<file path="config.mk">
export PLATFORM = sky130hd
export DESIGN_NAME = nco_cmix
export DESIGN_NICKNAME = d
export VERILOG_FILES = /design/src/rtl/cmix_pkg.sv /design/src/rtl/cmix_phase_acc.sv /design/src/rtl/cmix_sincos.sv /design/src/rtl/cmix_cmul.sv /design/src/rtl/nco_cmix.sv
export SDC_FILE = /design/constraint.sdc
export NUM_CORES = 2
export LEC_CHECK = 0
export ABC_AREA = 1
export BUFFER_PORTS_ARGS = -buffer_cell sky130_fd_sc_hd__buf_2
export CAP_MARGIN = 20
export CORE_MARGIN = 2
export CORE_UTILIZATION = 65
export CTS_CLUSTER_SIZE = 30
export DETAILED_ROUTE_END_ITERATION = 10
export HOLD_SLACK_MARGIN = 0.12
export PLACE_DENSITY_LB_ADDON = 0.05
export SYNTH_ARGS = -nofsm -noshare
export SYNTH_HDL_FRONTEND = slang
export SYNTH_SLANG_ARGS = --single-unit
</file>
<file path="constraint.sdc">
create_clock -name clk -period 15.2 [get_ports clk]
set_input_delay 0.76 -clock clk [delete_from_list [all_inputs] [get_ports clk]]
set_output_delay 0.76 -clock clk [all_outputs]
set_load 0.05 [all_outputs]
</file>
<file path="src/rtl/cmix_pkg.sv">
package cmix_pkg;
  localparam real HALF_PI = 1.5707963267948966;

  // Quarter-wave entry k of n, offset by half a step so no entry hits zero.
  function automatic int quarter_wave(input int k, input int n, input int amp);
    real x;
    x = real'(amp) * $sin(HALF_PI * (real'(k) + 0.5) / real'(n));
    return $rtoi(x + 0.5);
  endfunction
endpackage

</file>
<file path="src/rtl/cmix_phase_acc.sv">
module cmix_phase_acc #(
  parameter int PHW = 32,
  parameter int PB  = 10
) (
  input  logic           clk,
  input  logic           rst_n,
  input  logic           adv,
  input  logic [PHW-1:0] step,
  output logic [PHW-1:0] phase,
  output logic [PB-1:0]  index
);
  logic [PHW-1:0] acc;

  // advances only on accepted samples
  always_ff @(posedge clk or negedge rst_n) begin
    if (!rst_n)   acc <= '0;
    else if (adv) acc <= acc + step;
  end

  assign phase = acc;
  assign index = acc[PHW-1 -: PB];
endmodule

</file>
<file path="src/rtl/cmix_sincos.sv">
module cmix_sincos #(
  parameter int DW = 12,
  parameter int QB = 8
) (
  input  logic                 clk,
  input  logic                 rst_n,
  input  logic [QB+1:0]        idx,
  output logic signed [DW-1:0] sin_o,
  output logic signed [DW-1:0] cos_o
);
  localparam int PB  = QB + 2;
  localparam int N   = 1 << QB;
  localparam int AMP = (1 << (DW - 1)) - 1;

  logic [DW-1:0] rom [N];

  for (genvar k = 0; k < N; k++) begin : g_rom
    localparam int V = cmix_pkg::quarter_wave(k, N, AMP);
    assign rom[k] = DW'(V);
  end

  // Quadrant symmetry: bit QB mirrors the address, bit QB+1 negates
  function automatic logic [QB-1:0] fold(input logic [PB-1:0] p);
    return p[QB] ? ~p[QB-1:0] : p[QB-1:0];
  endfunction

  function automatic logic signed [DW-1:0] apply_sign(input logic neg, input logic [DW-1:0] m);
    return neg ? -$signed(m) : $signed(m);
  endfunction

  logic [PB-1:0]        cidx;
  logic signed [DW-1:0] s_nxt, c_nxt;

  assign cidx = idx + PB'(N);

  always_comb begin
    s_nxt = apply_sign(idx[PB-1],  rom[fold(idx)]);
    c_nxt = apply_sign(cidx[PB-1], rom[fold(cidx)]);
  end

  always_ff @(posedge clk or negedge rst_n) begin
    if (!rst_n) begin
      sin_o <= '0;
      cos_o <= '0;
    end else begin
      sin_o <= s_nxt;
      cos_o <= c_nxt;
    end
  end
endmodule

</file>
<file path="src/rtl/cmix_cmul.sv">
module cmix_cmul #(
  parameter int DW = 12
) (
  input  logic                 clk,
  input  logic                 rst_n,
  input  logic                 vin,
  input  logic                 swap,
  input  logic signed [DW-1:0] a_i,
  input  logic signed [DW-1:0] a_q,
  input  logic signed [DW-1:0] osc_s,
  input  logic signed [DW-1:0] osc_c,
  output logic                 vout,
  output logic signed [DW-1:0] y_i,
  output logic signed [DW-1:0] y_q
);
  localparam int PW   = 2 * DW + 1;
  localparam int FRAC = DW - 1;
  localparam logic signed [PW:0] HI   = (PW+1)'((1 << (DW - 1)) - 1);
  localparam logic signed [PW:0] LO   = ~HI;
  localparam logic signed [PW:0] HALF = (PW+1)'(1 << (FRAC - 1));

  // round half up at FRAC bits, then clamp
  function automatic logic signed [DW-1:0] round_sat(input logic signed [PW-1:0] v);
    logic signed [PW:0] t;
    t = $signed({v[PW-1], v}) + HALF;
    t = t >>> FRAC;
    if (t > HI)      return HI[DW-1:0];
    else if (t < LO) return LO[DW-1:0];
    else             return t[DW-1:0];
  endfunction

  logic signed [DW-1:0] use_s, use_c;
  logic signed [PW-1:0] p_i, p_q;
  logic                 v2;

  // direction exchanges the oscillator buses
  assign use_s = swap ? osc_c : osc_s;
  assign use_c = swap ? osc_s : osc_c;

  always_ff @(posedge clk or negedge rst_n) begin
    if (!rst_n) begin
      p_i <= '0;
      p_q <= '0;
      v2  <= 1'b0;
    end else begin
      // full complex product
      p_i <= PW'(a_i) * PW'(use_c) - PW'(a_q) * PW'(use_s);
      p_q <= PW'(a_i) * PW'(use_s) + PW'(a_q) * PW'(use_c);
      v2  <= vin;
    end
  end

  always_ff @(posedge clk or negedge rst_n) begin
    if (!rst_n) begin
      y_i  <= '0;
      y_q  <= '0;
      vout <= 1'b0;
    end else begin
      // data held at zero between results
      y_i  <= v2 ? round_sat(p_i) : '0;
      y_q  <= v2 ? round_sat(p_q) : '0;
      vout <= v2;
    end
  end
endmodule

</file>
<file path="src/rtl/nco_cmix.sv">
module nco_cmix #(
  parameter int DW  = 12,
  parameter int PHW = 32,
  parameter int QB  = 8
) (
  input  logic           clk,
  input  logic           rst_n,
  input  logic           in_valid,
  input  logic [DW-1:0]  in_i,
  input  logic [DW-1:0]  in_q,
  input  logic [PHW-1:0] tune_word,
  input  logic           shift_down,
  output logic           out_valid,
  output logic [DW-1:0]  out_i,
  output logic [DW-1:0]  out_q
);
  localparam int PB = QB + 2;

  // Named internal events for the checker
  logic [PHW-1:0]       acc_phase;
  logic [PB-1:0]        acc_index;
  logic                 acc_step_en;
  logic signed [DW-1:0] osc_s, osc_c;
  logic signed [DW-1:0] s1_i, s1_q;
  logic                 s1_v, s1_dir;
  logic signed [DW-1:0] r_i, r_q;

  assign acc_step_en = in_valid;

  cmix_phase_acc #(.PHW(PHW), .PB(PB)) u_acc (
    .clk   (clk),
    .rst_n (rst_n),
    .adv   (acc_step_en),
    .step  (tune_word),
    .phase (acc_phase),
    .index (acc_index)
  );

  // Stage 1: table read registered alongside the sample (R3 pre-add phase)
  cmix_sincos #(.DW(DW), .QB(QB)) u_osc (
    .clk   (clk),
    .rst_n (rst_n),
    .idx   (acc_index),
    .sin_o (osc_s),
    .cos_o (osc_c)
  );

  always_ff @(posedge clk or negedge rst_n) begin
    if (!rst_n) begin
      s1_i   <= '0;
      s1_q   <= '0;
      s1_v   <= 1'b0;
      s1_dir <= 1'b0;
    end else begin
      s1_i   <= $signed(in_i);
      s1_q   <= $signed(in_q);
      s1_v   <= in_valid;
      s1_dir <= shift_down;   // direction travels with its sample
    end
  end

  // Stages 2 and 3: multiply, then round/saturate
  cmix_cmul #(.DW(DW)) u_mul (
    .clk   (clk),
    .rst_n (rst_n),
    .vin   (s1_v),
    .swap  (s1_dir),
    .a_i   (s1_i),
    .a_q   (s1_q),
    .osc_s (osc_s),
    .osc_c (osc_c),
    .vout  (out_valid),
    .y_i   (r_i),
    .y_q   (r_q)
  );

  assign out_i = r_i;
  assign out_q = r_q;
endmodule

</file>
==> flow_summary.yaml <==
critical_path:
  crit_path_end_kind: "register"
  critPathLaunchType: "register"
  worstPathRequired_ns: 15.61
  path_max_fanout: 25
  crit_type: "reg2reg"
  crit_arrival_ns: 9.19
  slowest_delay_ns: 0.84
  cp-startpoint: "s1_dir"
  crit_path_frequent_cell: "inv_1"
  reg2reg_from: "s1_dir"
  r2r_slack_ns: 6.42
  critPathSlowestCell: "dfrtp_1"
final_layout:
  areaGrowthSynthToFinish_pct: 3.56
  drive_above_1_share: 0.0442
  diodes: 0
  final_nets: 5774
  layout_commonest_cell: "nand2_1"
  final_cell_mix: "nand2_1 (1,208), inv_1 (933), fa_1 (555)"
cts:
  clk_path_buf_depth: 2
  clk_latency_ns: 0.50
  post_cts_buffers: 0
  cts_resized: 0
  cts_root_buf: "clkbuf_16"
  cts_max_level: 4
  clock_sinks: 138
  clk_pin_slew_ns: 0.07
  cts_hold_buf: 0
  cts_tree: "yes"
  numCtsBuffers: 17
floorplanning:
  start_util: 0.654
  core_mm2: 0.0548
  rows: 86
  dieWidth_um: 239
  fp.dieArea_mm2: 0.0570
  fp.dieH_um: 239
  pin_count: 85
drt:
  drcViolationCount: 0
  wire_per_inst_um: 20.6
  initialDrtViolationCount: 3510
  ant_nets: 0
  dr.pass1.iters: 6
  drt-vias-per-instance: 5.87
  dr_total_vias: 32700
  wl_mm: 115
global_route:
  overflow: 0
  grt_use_met2: 0.641
  grt_pass1_vias: 32300
  globalRouteMet1Util: 0.538
  grt_use_total: 0.412
  grt_max_degree: 71
  gr-max-usage-layer: "met2"
  grt_pass1_wl_mm: 179
  antenna_found_initial: 0
  met3_usage: 0.0852
place:
  port_buffers: 84
  dp_hpwl_mm: 91.7
  place_congestion: 1.05
synthesis:
  synth_seq_cells: 138
  synth_xor_area_frac: 0.0419
  synth_area_leaders: "fa_1 (31%), nand2_1 (13%), ha_1 (11%)"
  syn_nets: 5807
  synth.distinct_cells: 56
  synth_largest_area_cell: "fa_1"
  synth_area_mm2: 0.0358
  muxShareOfSynthArea: 0
  seq_area_frac_synth: 0.0964
  syn_inst: 4881
  synthAdderAreaFrac: 0.419
  synth_top_area_share: 0.310
  synth_compound_area_frac: 0.0833
  synth_top_family_by_area: "adder cells"
  synth-simple-area-share: 0.237
  syn_avg_cell_area_um2: 7.34
  synth_warnings: 0
status:
  status: "finished clean"
timing:
  hold_violations: 0
  worst_pin_slew_ns: 1.12
  setup_viol: 0
  rsz0062_at_grt: "no"
  drv_slew: 0
  fin_crit_ns: 8.78
  slew-limit-headroom: 0.251
  finClkSkew_ns: 0.0190
  totalNegativeSetupSlack_ns: 0
  fmax_mhz: 114
  layout_worst_path_cycle_share: 0.578
min_path:
  hold_path_class: "in2async"
run:
  cap_violations: 0
flip-flops by register name (all words and copies together), names as in the netlist, 12 cells and up:
register,cells
u_osc.sin_o,12
s1_q,12
u_mul.y_q,12
u_osc.cos_o,12
u_acc.phase,32
s1_i,12
u_mul.y_i,12
u_mul.p_i,15
u_mul.p_q,15
area by class of cell:
cell class	instances	area, um2
fill	4834	17700
inverter	949	3560
clock buffer	17	425
sequential	138	3450
clock inverter	15	178
tap	704	881
timing repair buffer	107	599
multi-input combinational	3635	28000
stage by stage:
step,area (um2),hold slack [ns],util,instances,setup slack (ns)
after floorplan,35800,0.331,-,4881,8.44
after global placement,36500,0.336,0.666,5533,6.78
after detailed placement,36500,0.339,0.666,5533,6.61
after CTS,37100,0.254,0.677,5565,6.61
after global routing,37100,0.290,0.677,5565,5.92
final,37100,0.232,0.677,5565,6.42
cells in the mapped netlist (all sizes together):
cell,instances
clkbuf,83
a221oi,4
o311ai,3
dfrtp,138
a211oi,4
o2111ai,2
clkinv,8
nand2,1240
inv,941
nor3,28
o21bai,14
and3,1
xor2,101
o31ai,10
a22oi,2
nor2,460
o22ai,1
nor4,3
xnor2,66
nand3,272
o211ai,17
a21o,22
or2,14
a21oi,233
nor3b,2
o221ai,7
a21boi,2
a31oi,20
ha,311
o21a,8
buf,76
nand4,36
a31o,1
o21ai,181
o31a,1
nand3b,13
a2111oi,1
fa,555
path summary, 6_finish.rpt:
path | endpoint | depth (start not counted)
worst max-delay path | u_mul.p_i[22] | 28
worst min-delay path | u_mul.y_i[5] | 1
worst max register to register | u_mul.p_i[22] | 28
worst min register to register | u_mul.v2 | 0
max in group asynchronous | u_acc.phase[27] | 2
min in group clk | u_mul.v2 | 0
critical path, delay by kind of cell (launching register included):
kind	cells	cell delay, ns
AO/OA/AOI/OAI	7	1.63
XOR/XNOR	2	0.65
adder cells (fa/ha/maj)	7	3.26
buffers and inverters	7	1.54
flip-flops	1	0.84
AND/OR/NAND/NOR	5	0.76
cell families (layout without fill, tap and decap cells):
group	count (synthesis)	in the layout
simple gates	2069	2069
xor+xnor	167	167
buf+inv	1108	1088
fa+ha+maj	866	866
flops	138	138
compound gates	533	533
metal layers:
layer	routed length (um)	vias to the layer above
li1	-	14900
met1	44400	15400
met2	50900	1935
met3	11800	409
met4	7480	0
met5	0	-
Power is not shown: default switching activity piles up to over one toggle a cycle in this logic, so the estimate is an artifact.
